==> src/rtl/psn_pkg.sv <==
package psn_pkg;
   localparam int CTL_W = 3;

   typedef enum logic [CTL_W-1:0] {
      SVC_PASS   = 3'd0,
      SVC_INC    = 3'd1,
      SVC_INV    = 3'd2,
      SVC_CHECK  = 3'd3,
      SVC_PGMCHK = 3'd7
   } svc_e;
endpackage

==> src/rtl/psn_rr_arb.sv <==
module psn_rr_arb #(
   parameter int N = 3,
   localparam int IDX_W = (N > 1) ? $clog2(N) : 1
) (
   input  logic [N-1:0]     req,
   input  logic [IDX_W-1:0] ptr,
   output logic [IDX_W-1:0] gnt_idx,
   output logic             gnt_vld
);
   always_comb begin
      gnt_idx = '0;
      gnt_vld = |req;
      // walk offsets from far to near so the nearest requester wins
      for (int i = N - 1; i >= 0; i--) begin
         if (req[(int'(ptr) + i) % N]) gnt_idx = IDX_W'((int'(ptr) + i) % N);
      end
   end
endmodule

==> src/rtl/psn_svc.sv <==
module psn_svc
   import psn_pkg::*;
#(
   parameter int BEAT_W = 16
) (
   input  logic [CTL_W-1:0]  ctl,
   input  logic [BEAT_W-1:0] din,
   output logic [BEAT_W-1:0] dout,
   output logic              fault
);
   always_comb begin
      dout  = din;
      fault = 1'b0;
      if (ctl == SVC_INC)        dout  = din + BEAT_W'(1);
      else if (ctl == SVC_INV)   dout  = ~din;
      else if (ctl == SVC_CHECK) fault = din[BEAT_W-1];
   end
endmodule

==> src/rtl/psn_route.sv <==
module psn_route
   import psn_pkg::*;
#(
   parameter int PORT_W     = 2,
   parameter int MAX_HOPS   = 4,
   parameter int CNT_W      = 3,
   parameter int FETCH_PORT = 0,
   localparam int ENT_W     = PORT_W + CTL_W,
   localparam int LIST_W    = MAX_HOPS * ENT_W,
   localparam int ROUTE_W   = CNT_W + LIST_W
) (
   input  logic [ROUTE_W-1:0] route_in,
   input  logic               fault,
   output logic [PORT_W-1:0]  dest,
   output logic [ROUTE_W-1:0] route_out
);
   logic [CNT_W-1:0]  cnt_in;
   logic [LIST_W-1:0] hops_in, hops_shift;

   assign cnt_in     = route_in[CNT_W-1:0];
   assign hops_in    = route_in[ROUTE_W-1:CNT_W];
   assign hops_shift = hops_in >> ENT_W;

   always_comb begin
      if (fault) begin
         dest      = PORT_W'(FETCH_PORT);
         route_out = {LIST_W'({PORT_W'(FETCH_PORT), SVC_PGMCHK}), CNT_W'(1)};
      end else if (cnt_in <= CNT_W'(1)) begin
         dest      = PORT_W'(FETCH_PORT);
         route_out = '0;
      end else begin
         dest      = hops_shift[CTL_W +: PORT_W];
         route_out = {hops_shift, cnt_in - CNT_W'(1)};
      end
   end
endmodule

==> src/rtl/psn_fifo.sv <==
module psn_fifo #(
   parameter int W     = 8,
   parameter int DEPTH = 2,
   localparam int AW   = $clog2(DEPTH)
) (
   input  logic         clk,
   input  logic         rst_n,
   input  logic         wr_en,
   input  logic [W-1:0] wr_data,
   output logic         full,
   input  logic         rd_en,
   output logic [W-1:0] rd_data,
   output logic         empty
);
   logic [W-1:0]  mem [DEPTH];
   logic [AW-1:0] wr_ptr, rd_ptr;
   logic [AW:0]   count;

   assign full    = (count == (AW+1)'(DEPTH));
   assign empty   = (count == '0);
   assign rd_data = mem[rd_ptr];

   always_ff @(posedge clk) begin
      if (wr_en) mem[wr_ptr] <= wr_data;
   end

   always_ff @(posedge clk) begin
      if (!rst_n) begin
         wr_ptr <= '0;
         rd_ptr <= '0;
         count  <= '0;
      end else begin
         if (wr_en) wr_ptr <= wr_ptr + AW'(1);
         if (rd_en) rd_ptr <= rd_ptr + AW'(1);
         count <= count + (AW+1)'(wr_en) - (AW+1)'(rd_en);
      end
   end

   AST_NO_OVERFLOW: assert property (@(posedge clk) disable iff (!rst_n)
      wr_en |-> !full);
   AST_NO_UNDERFLOW: assert property (@(posedge clk) disable iff (!rst_n)
      rd_en |-> !empty);
endmodule

==> src/rtl/psn_node.sv <==
module psn_node
   import psn_pkg::*;
#(
   parameter int NUM_IN     = 3,
   parameter int NUM_OUT    = 4,
   parameter int BEAT_W     = 16,
   parameter int BEATS      = 2,
   parameter int TID_W      = 4,
   parameter int MAX_HOPS   = 4,
   parameter int OBUF_DEPTH = 2,
   parameter int FETCH_PORT = 0,
   localparam int PORT_W    = $clog2(NUM_OUT),
   localparam int CNT_W     = $clog2(MAX_HOPS + 1),
   localparam int ENT_W     = PORT_W + CTL_W,
   localparam int ROUTE_W   = CNT_W + MAX_HOPS * ENT_W
) (
   input  logic                       clk,
   input  logic                       rst_n,
   input  logic [NUM_IN-1:0]          in_valid,
   output logic [NUM_IN-1:0]          in_ready,
   input  logic [NUM_IN*BEAT_W-1:0]   in_data,
   input  logic [NUM_IN*ROUTE_W-1:0]  in_route,
   input  logic [NUM_IN*TID_W-1:0]    in_tid,
   output logic [NUM_OUT-1:0]         out_valid,
   input  logic [NUM_OUT-1:0]         out_ready,
   output logic [BEAT_W-1:0]          out_data,
   output logic [ROUTE_W-1:0]         out_route,
   output logic [TID_W-1:0]           out_tid,
   output logic                       out_last
);
   localparam int IN_W    = (NUM_IN > 1) ? $clog2(NUM_IN) : 1;
   localparam int BC_W    = (BEATS > 1) ? $clog2(BEATS) : 1;
   localparam int PAY_W   = BEATS * BEAT_W;
   localparam int ENTRY_W = PORT_W + TID_W + ROUTE_W + PAY_W;

   // elaboration-time parameter checks
   if (NUM_OUT < 2)                   begin : g_chk_out  $error("psn_node: NUM_OUT below 2"); end
   if (NUM_IN < 1)                    begin : g_chk_in   $error("psn_node: NUM_IN below 1"); end
   if (FETCH_PORT >= NUM_OUT)         begin : g_chk_ftch $error("psn_node: FETCH_PORT out of range"); end
   if (BEATS < 1)                     begin : g_chk_bts  $error("psn_node: BEATS below 1"); end
   if (MAX_HOPS < 1)                  begin : g_chk_hops $error("psn_node: MAX_HOPS below 1"); end
   if (OBUF_DEPTH < 2 || (OBUF_DEPTH & (OBUF_DEPTH - 1)) != 0)
                                      begin : g_chk_dep  $error("psn_node: OBUF_DEPTH not a power of two >= 2"); end

   // ---------------- input side: arbitration and parcel assembly ----------------
   logic [BC_W-1:0]    in_beat_q;
   logic [IN_W-1:0]    lock_q, rr_q, arb_idx, gnt_idx;
   logic               arb_vld, gnt_vld, locked, take, last_beat;
   logic [ROUTE_W-1:0] hdr_route_q, cur_route, new_route;
   logic [TID_W-1:0]   hdr_tid_q, cur_tid;
   logic [PAY_W-1:0]   pay_q, pay_next;
   logic               fault_q, fault_all, svc_fault;
   logic [BEAT_W-1:0]  cur_data, svc_data;
   logic [CTL_W-1:0]   svc_ctl;
   logic [PORT_W-1:0]  new_dest;
   logic               fifo_full, fifo_empty, pop;
   logic [ENTRY_W-1:0] fifo_rd;

   psn_rr_arb #(.N(NUM_IN)) u_arb (
      .req(in_valid), .ptr(rr_q), .gnt_idx(arb_idx), .gnt_vld(arb_vld));

   assign locked    = (in_beat_q != '0);
   assign gnt_idx   = locked ? lock_q : arb_idx;
   assign gnt_vld   = locked | arb_vld;
   assign take      = gnt_vld && !fifo_full && in_valid[gnt_idx];
   assign last_beat = (in_beat_q == BC_W'(BEATS - 1));
   assign cur_data  = in_data[gnt_idx*BEAT_W +: BEAT_W];
   assign cur_route = locked ? hdr_route_q : in_route[gnt_idx*ROUTE_W +: ROUTE_W];
   assign cur_tid   = locked ? hdr_tid_q   : in_tid[gnt_idx*TID_W +: TID_W];
   assign svc_ctl   = (cur_route[CNT_W-1:0] == '0) ? SVC_PASS : cur_route[CNT_W +: CTL_W];
   assign fault_all = fault_q | svc_fault;

   always_comb begin
      in_ready = '0;
      if (gnt_vld && !fifo_full) in_ready[gnt_idx] = 1'b1;
   end

   psn_svc #(.BEAT_W(BEAT_W)) u_svc (
      .ctl(svc_ctl), .din(cur_data), .dout(svc_data), .fault(svc_fault));

   psn_route #(.PORT_W(PORT_W), .MAX_HOPS(MAX_HOPS), .CNT_W(CNT_W), .FETCH_PORT(FETCH_PORT)) u_route (
      .route_in(cur_route), .fault(fault_all), .dest(new_dest), .route_out(new_route));

   always_comb begin
      pay_next = pay_q;
      pay_next[in_beat_q*BEAT_W +: BEAT_W] = svc_data;
   end

   always_ff @(posedge clk) begin
      if (!rst_n) begin
         in_beat_q   <= '0;
         lock_q      <= '0;
         rr_q        <= '0;
         fault_q     <= 1'b0;
         hdr_route_q <= '0;
         hdr_tid_q   <= '0;
         pay_q       <= '0;
      end else if (take) begin
         hdr_route_q <= cur_route;
         hdr_tid_q   <= cur_tid;
         lock_q      <= gnt_idx;
         pay_q       <= pay_next;
         if (last_beat) begin
            in_beat_q <= '0;
            fault_q   <= 1'b0;
            rr_q      <= IN_W'((int'(gnt_idx) + 1) % NUM_IN);
         end else begin
            in_beat_q <= in_beat_q + BC_W'(1);
            fault_q   <= fault_all;
         end
      end
   end

   psn_fifo #(.W(ENTRY_W), .DEPTH(OBUF_DEPTH)) u_obuf (
      .clk(clk), .rst_n(rst_n),
      .wr_en(take && last_beat), .wr_data({new_dest, cur_tid, new_route, pay_next}),
      .full(fifo_full), .rd_en(pop), .rd_data(fifo_rd), .empty(fifo_empty));

   // ---------------- output side: beat serialiser ----------------
   logic [BC_W-1:0]   out_beat_q;
   logic [PORT_W-1:0] head_dest;
   logic [PAY_W-1:0]  head_pay;
   logic              xfer;

   assign head_dest = fifo_rd[ENTRY_W-1 -: PORT_W];
   assign out_tid   = fifo_rd[PAY_W + ROUTE_W +: TID_W];
   assign out_route = fifo_rd[PAY_W +: ROUTE_W];
   assign head_pay  = fifo_rd[PAY_W-1:0];
   assign out_valid = fifo_empty ? '0 : (NUM_OUT'(1) << head_dest);
   assign out_last  = (out_beat_q == BC_W'(BEATS - 1));
   assign xfer      = |(out_valid & out_ready);
   assign pop       = xfer && out_last;

   if (BEATS == 1) begin : g_one_beat
      assign out_data = head_pay;
   end else begin : g_multi_beat
      assign out_data = head_pay[out_beat_q*BEAT_W +: BEAT_W];
   end

   always_ff @(posedge clk) begin
      if (!rst_n)    out_beat_q <= '0;
      else if (pop)  out_beat_q <= '0;
      else if (xfer) out_beat_q <= out_beat_q + BC_W'(1);
   end

   AST_ONE_ACCEPT: assert property (@(posedge clk) disable iff (!rst_n)
      $onehot0(in_valid & in_ready));
   AST_NO_INTERLEAVE: assert property (@(posedge clk) disable iff (!rst_n)
      locked |-> (((in_valid & in_ready) & ~(NUM_IN'(1) << lock_q)) == '0));
   AST_PARCEL_HELD: assert property (@(posedge clk) disable iff (!rst_n)
      locked |-> in_valid[lock_q]);
   AST_OUT_HOLD: assert property (@(posedge clk) disable iff (!rst_n)
      ((|out_valid) && !(|(out_valid & out_ready))) |=>
         (out_valid == $past(out_valid)) && $stable(out_data) && $stable(out_route) && $stable(out_tid));
endmodule

==> config.mk <==
export PLATFORM = sky130hd
export DESIGN_NAME = psn_node
export DESIGN_NICKNAME = d
export VERILOG_FILES = /design/src/rtl/psn_pkg.sv /design/src/rtl/psn_rr_arb.sv /design/src/rtl/psn_svc.sv /design/src/rtl/psn_route.sv /design/src/rtl/psn_fifo.sv /design/src/rtl/psn_node.sv
export SDC_FILE = /design/constraint.sdc
export NUM_CORES = 1
export LEC_CHECK = 0
export BUFFER_PORTS_ARGS = -buffer_cell sky130_fd_sc_hd__buf_2
export CAP_MARGIN = 40
export CORE_MARGIN = 1
export CORE_UTILIZATION = 40
export CTS_CLUSTER_SIZE = 16
export DETAILED_ROUTE_END_ITERATION = 16
export PLACE_DENSITY = 0.59
export SYNTH_ARGS = -nofsm -noshare
export SYNTH_HDL_FRONTEND = slang
export SYNTH_SLANG_ARGS = --single-unit
==> constraint.sdc <==
create_clock -name clk -period 18 [get_ports clk]
set_input_delay 0.9 -clock clk [delete_from_list [all_inputs] [get_ports clk]]
set_output_delay 0.9 -clock clk [all_outputs]
set_load 0.005 [all_outputs]
-- Word-level counts from Yosys, hierarchy flattened
Memory sizes are Yosys's and may differ from the RTL's. A register that Yosys moved wholly into a read port is not among the register bits.
Index checks and enable logic that the tools add are counted.
- register bits: 70
- bits in writable memories: 122
- input bits: 138
- word-level logic and storage cells: 104
- memories: 1
- output and inout bits: 51
- memory list (name ; depth ; width ; rd ports ; clocked after Yosys merged registers in ; write ports ; line ; text):
    u_obuf.mem ; 2 ; 61 ; 1 ; 1 ; 1 ; psn_fifo.sv:15 ; logic [W-1:0] mem [DEPTH];
- bitwise logic cells: 6
- add/subtract/negate cells: 12
- eq/ne operators: 4
- magnitude comparators: 6
- shift operators: 7
- reduce and logical (&&, ||, !) cells: 13
- $mul: 1
- muxes and demuxes: 38
- divide/modulo/power cells: 4
- operators with widths (operator ; number):
    $lt A32 B4 Y1 const B ; 3
    $mod A32 B3 Y32 const B ; 3
    $shiftx A69 B8 Y23 ; 1
    $shiftx A48 B7 Y16 ; 1
    $mux W23 ; 2
    $neg A5 Y34 ; 1
    $shift A16 B34 Y32 const A ; 1
    $shiftx A16 B34 Y32 ; 1
    $bwmux W32 ; 1
    $mod A3 B3 Y32 const B ; 1
    $mux W16 ; 2
    $shiftx A32 B6 Y16 ; 1
    $mux W18 ; 1
    $mux W1 ; 17
    $add A16 B1 Y16 const B ; 1
    $not A16 Y16 ; 1
    $mux W2 ; 6
    $shiftx A12 B5 Y4 ; 1
    $bmux W1 S2 ; 4
    $mux W4 ; 2
    $mul A2 B5 Y7 const B ; 1
    $add A2 B1 Y3 const B ; 2
    $eq A3 B2 Y1 const B ; 2
    $mux W3 ; 2
    23 further kinds ; 33

-- Longest topological paths before layout
- depth after elaboration: 20
- mapped depth: 22
- depth with buffers taken out: 17

-- Cells and area by module
Synthesis repeated with hierarchy kept, for this count alone.
- cell total of the unflattened synthesis: 828
- area total of the unflattened synthesis: 10400.0 µm²
- by module, submodules not included (module ; area an instance (µm²) ; seq. area each (µm²) ; instances ; cells an instance):
    psn_fifo ; 4932.2 ; 3763.6 ; 1 ; 211
    psn_node ; 4563.1 ; 1321.3 ; 1 ; 498
    psn_svc ; 495.5 ; 0.0 ; 1 ; 62
    psn_route ; 259.0 ; 0.0 ; 1 ; 37
    psn_rr_arb ; 150.1 ; 0.0 ; 1 ; 20

-- Least setup slack after synthesis
OpenSTA, ideal clock, no wires.
- path type: input -> register
- start: in in_valid[1]
- end: mem u_obuf.mem[0][0] (netlist name) (enable)
- setup time: 0.466 ns
- cell stages on the path: 14
- setup slack: 12.181 ns
- path buffers: 4
- required time: 17.534 ns
- data arrival time: 5.353 ns
- path through: mux2i_2 -> o21ai_2 -> a211oi_2 -> nor2_2 -> inv_1 -> buf_1 -> nand3_1 -> a21o_1 -> clkbuf_1 -> nor2_1 -> inv_1 -> clkbuf_1 -> buf_2 -> nor2_1
- cells in the longest elaborated chain, start to end: 13
- elaborated cells between the ends (all ways): 22
- classes of those cells: 17 x mux; 1 x bitwise; 4 x reduce/logical
- ends and longest elaborated chain (item ; line ; text):
    start, declared ; psn_node.sv:19 ; input logic [NUM_IN-1:0] in_valid,
    $bmux W1 S2 ; psn_rr_arb.sv:15 ; if (req[(int'(ptr) + i) % N]) gnt_idx = IDX_W'((int'(ptr) + i) % N);
    $mux W1 (not written as such) (2 in a row) ; psn_rr_arb.sv:15 ;
    $mux W2 (2 in a row) ; psn_rr_arb.sv:15 ;
    $mux W2 * ; psn_rr_arb.sv:15 ;
    $mux W2 * ; psn_node.sv:63 ; assign gnt_idx = locked ? lock_q : arb_idx;
    net gnt_idx[1] ; psn_node.sv:47 ; logic [IN_W-1:0] lock_q, rr_q, arb_idx, gnt_idx;
    $bmux W1 S2 * ; psn_node.sv:65 ; assign take = gnt_vld && !fifo_full && in_valid[gnt_idx];
    $mux W1 (not written as such) * ; psn_node.sv:65 ;
    $logic_and A1 B1 Y1 * ; psn_node.sv:65 ;
    $logic_and A1 B1 Y1 * ; psn_node.sv:116 ; .wr_en(take && last_beat), .wr_data({new_dest, cur_tid, new_route, pay_next}),
    $mux W1 * ; psn_fifo.sv:24 ; if (wr_en) mem[wr_ptr] <= wr_data;
    $mux W1 (not written as such) * ; psn_fifo.sv:24 ;
    end, declared ; psn_fifo.sv:15 ;
Mark *: on every way through the listed nets, which the timed path passes. The rest lies on a longest branch. The select of a mux whose other input is x is not followed.

-- Worst setup path after layout
- start: reg rr_q[1]
- end: mem u_obuf.mem[0][59] (netlist name), data pin
- cells in the longest elaborated chain, start to end: 20
- elaborated cells between the ends (all ways): 34
- classes of those cells: 2 x add/sub; 1 x mul; 3 x div; 1 x order compare; 3 x eq/ne; 2 x shift; 20 x mux; 1 x bitwise; 1 x reduce/logical
- ends and longest elaborated chain (item ; line ; text):
    start, declared ; psn_node.sv:47 ;
    start signal, assigned ; psn_node.sv:106 ; rr_q <= IN_W'((int'(gnt_idx) + 1) % NUM_IN);
    $add A2 B2 Y3 ; psn_rr_arb.sv:15 ;
    $mod A32 B3 Y32 ; psn_rr_arb.sv:15 ;
    $bmux W1 S2 ; psn_rr_arb.sv:15 ;
    $mux W1 (not written as such) (2 in a row) ; psn_rr_arb.sv:15 ;
    $mux W2 (2 in a row) ; psn_rr_arb.sv:15 ;
    $mux W2 * ; psn_rr_arb.sv:15 ;
    $mux W2 * ; psn_node.sv:63 ;
    $mul A2 B5 Y7 ; psn_node.sv:68 ; assign cur_route = locked ? hdr_route_q : in_route[gnt_idx*ROUTE_W +: ROUTE_W];
    [... 3 more ...] ; -- ;
    $mux W3 ; psn_node.sv:70 ; assign svc_ctl = (cur_route[CNT_W-1:0] == '0) ? SVC_PASS : cur_route[CNT_W +: CTL_W];
    $eq A3 B2 Y1 ; psn_svc.sv:16 ; else if (ctl == SVC_CHECK) fault = din[BEAT_W-1];
    $mux W1 ; psn_svc.sv:16 ;
    $mux W1 ; psn_svc.sv:15 ; else if (ctl == SVC_INV) dout = ~din;
    $mux W1 ; psn_svc.sv:14 ; if (ctl == SVC_INC) dout = din + BEAT_W'(1);
    $or A1 B1 Y1 ; psn_node.sv:71 ; assign fault_all = fault_q | svc_fault;
    $mux W2 * ; psn_route.sv:25 ; if (fault) begin
    net new_dest[0] ; psn_node.sv:55 ; logic [PORT_W-1:0] new_dest;
Marked as above.

==> reports/metrics.yaml <==
port_buffers: 177
layout_min_cycle_time_ps: 5780
period_share_pct: 32.1
muxShareOfSynthArea_pct: 9.95
cts_sinks: 177
insertedDiodeCount: 0
p_sw_share_pct: 37.5
crit_path_start_kind: "flip-flop"
p_total_mw: 1.56
globalplace.congestion: 0.883
tightest_slew_ps: 873
placedCellCount: 1330
total_leakage_power_nw: 4.19
combPwrFrac_pct: 40.4
drtPass1Iterations: 5
cts_setup_buffers: 0
wl_um: 23900
synthXorXnorAreaFrac_pct: 1.87
ir_drop_mv: 0.0638
hp-start: "pay_q[8]$_SDFFE_PN0P_"
hold_path_class: "reg2reg"
max_slew_margin_pct: 41.3
cap_violations: 0
start_util_pct: 41.0
synth_cells: 885
r2r-start: "rr_q[1]$_SDFFE_PN0P_"
synth-async-reset-ratio_pct: 0
cts_tree: "done"
arrival_ps: 6000
layout_commonest_cell: "buf_2"
track_usage_pct: 20.5
synth_fa_ha_area_share_pct: 1.47
grt_pass1_vias: 6728
routed_via_density: 5.39
remaining_drc_errors: 0
ys_ff_latch: 177
antenna_found_initial: 0
nets: 1185
finalSetupTns_ps: 0
avgSynthCellArea_um2: 10.6
ios: 189
grt_pass1_wl_um: 38000
ys.flop_type: "edfxtp_1"
placed_cell_area_um2: 10500
min_path_cells: 2
drive_gt1_share_pct: 27.8
ant_nets: 0
rows: 55
outcome: "complete, no violations"
slowest_delay_ps: 730
core_area_um2: 22800
clockPowerShare_pct: 22.5
crit_top_cell: "inv_1"
drtIter0Drc: 522
p_sw_mw: 0.586
cp-end-kind: "flip-flop"
min_to: "pay_q[8]$_SDFFE_PN0P_"
ys_warn_count: 0
hold_slack_ps: 456
crit_chain: "inv_1 > ha_1 > mux2i_2 > o21ai_2 > a211oi_2 > buf_4 > nor2_2 > inv_1 > a21oi_1 > o31ai_1 > ha_1 > inv_1 > a311oi_1 > nor2_1 > a41o_1 > nand2b_1 > a211oi_1"
die_w_um: 155
skew_ps: 12.4
synth_cell_types: 79
fmax_ghz: 0.173
wire_per_inst_um: 17.6
htree_num_levels: 4
via_count: 7340
cts_resized: 0
cts.path.max_buffers: 2
synth_edf_count: 108
yosysSeqAreaShare_pct: 49.5
worstRegToRegCells: 17
cp_top_family: "compound AO/OA/AOI/OAI gates"
fin_cells: 1362
finalHoldViolCount: 0
synth_compound_area_share_pct: 18.8
critical_path.max_fanout: 15
p_seq_share_pct: 37.1
die-area_um2: 24000
area_delta_synth_final_pct: 18.4
grt_max_degree: 54
setup_viol: 0
numCtsBuffers: 17
cp_num_buf_inv: 4
clkTransAtPathRegs_ps: 70
rsz0062_at_grt: "no"
final_cell_area_um2: 11100
slowest_stage: "o31ai_1"
powerDensity_nw_per_um2: 141
r2r_setup_slack_ps: 12220
rr_endpoint: "u_obuf.mem[0][59]$_DFFE_PP_"
cts_root_buffer: "clkbuf_16"
required_ps: 18220
p_int_mw: 0.975
die_h_um: 155
netlist_area_um2: 9340
hold_buffers: 0
path_class: "reg2reg"
grt.overflow.total: 0
synth_top_family_by_area: "compound AO/OA/AOI/OAI gates"
dp_hpwl_um: 16800
final_cell_mix: "buf_2 (177), edfxtp_1 (108), nand2_1 (90)"
slew_viol_final: 0
synthSimpleGateAreaFrac_pct: 14.3
clkLatencyLatePin_ps: 440
[area by class of cell]
| type | instances | area, µm² |
|---|---|---|
| repair buffers | 194 | 1020 |
| multi-input cells | 622 | 4370 |
| well taps | 313 | 392 |
| inverters | 24 | 90.1 |
| fillers | 2149 | 11700 |
| clock buffers | 19 | 433 |
| flip-flops and latches | 177 | 4630 |
| clock inverters | 13 | 130 |
[registers in the layout, indices dropped and copies added (netlist names), named ones only]
register       count
u_obuf.count       2
pay_q             32
u_obuf.rd_ptr      1
lock_q             2
out_last           1
rr_q               2
in_beat_q          1
fault_q            1
hdr_tid_q          4
u_obuf.mem       108
hdr_route_q       21
u_obuf.wr_ptr      1
[logic make-up after synthesis]
| kind of cell | Yosys count |
|---|---|
| buffers and inverters | 90 |
| and+or+nand+nor | 280 |
| muxes | 68 |
| adders and majority gates | 11 |
| xor gates and xnor gates | 20 |
| other | 1 |
| DFF | 177 |
| AOI/OAI and AO/OA | 238 |
[power by group through the flow]
stage	Clock, mW	Sequential [mW]	Combinational, mW
after floorplan	0	0.575	0.449
after global placement	0	0.587	0.617
after detailed placement	0	0.587	0.627
after CTS	0.355	0.579	0.631
after global routing	0.375	0.587	0.696
final	0.351	0.578	0.631
[metrics by stage]
stage / util, % / worst slack [ps]
2_1_floorplan: - / 12180
5_1_grt: 48.6 / 11780
3_5_place_dp: 46.1 / 12070
3_3_place_gp: 46.0 / 12170
4_1_cts: 48.6 / 12180
6_report: 48.6 / 12220
[how the worst max path moves through the flow]
stage	start	slack, ps	depth (start not counted)	end
floorplan	in_valid[1]	12180	14	u_obuf.mem[0][0]$_DFFE_PP_
global placement	in_valid[1]	12170	16	u_obuf.mem[0][59]$_DFFE_PP_
detailed placement	in_valid[1]	12070	16	u_obuf.mem[1][59]$_DFFE_PP_
CTS	rr_q[1]$_SDFFE_PN0P_	12180	17	u_obuf.mem[0][59]$_DFFE_PP_
global route	rr_q[1]$_SDFFE_PN0P_	11780	18	u_obuf.mem[0][12]$_DFFE_PP_
finish	rr_q[1]$_SDFFE_PN0P_	12220	17	u_obuf.mem[0][59]$_DFFE_PP_
[worst register-to-register path: stages, from the launching register on]
cell      delay, ps
dfxtp_1         340
inv_1            70
ha_1            390
mux2i_2         360
o21ai_2         130
a211oi_2        210
buf_4           230
nor2_2          150
inv_1           480
a21oi_1         160
o31ai_1         730
ha_1            270
inv_1            40
a311oi_1        540
nor2_1          260
a41o_1          320
nand2b_1        450
a211oi_1        440
[per-layer routing]
layer | up-vias | GRT usage (%) | wire length (µm)
met2 | 213 | 31.8 | 10900
met4 | 0 | 5.37 | 266
li1 | 3612 | - | -
met5 | - | 0 | 0
met1 | 3494 | 29.3 | 11600
met3 | 21 | 3.73 | 1130
[synth_stat cells, types with 18 or more instances]
| cell | count | area (µm²) |
|---|---|---|
| nand2_1 | 90 | 338 |
| nand3_1 | 34 | 170 |
| clkbuf_1 | 46 | 173 |
| mux2_2 | 22 | 248 |
| dfxtp_1 | 69 | 1380 |
| and2_1 | 19 | 119 |
| mux2i_1 | 27 | 270 |
| o21ai_0 | 45 | 225 |
| edfxtp_1 | 108 | 3240 |
| nor2_1 | 74 | 278 |
| a21oi_1 | 45 | 225 |
| a2bb2oi_1 | 18 | 158 |
| a221oi_1 | 20 | 175 |
| inv_1 | 24 | 90.1 |
Power figures use the tool's default switching activity.
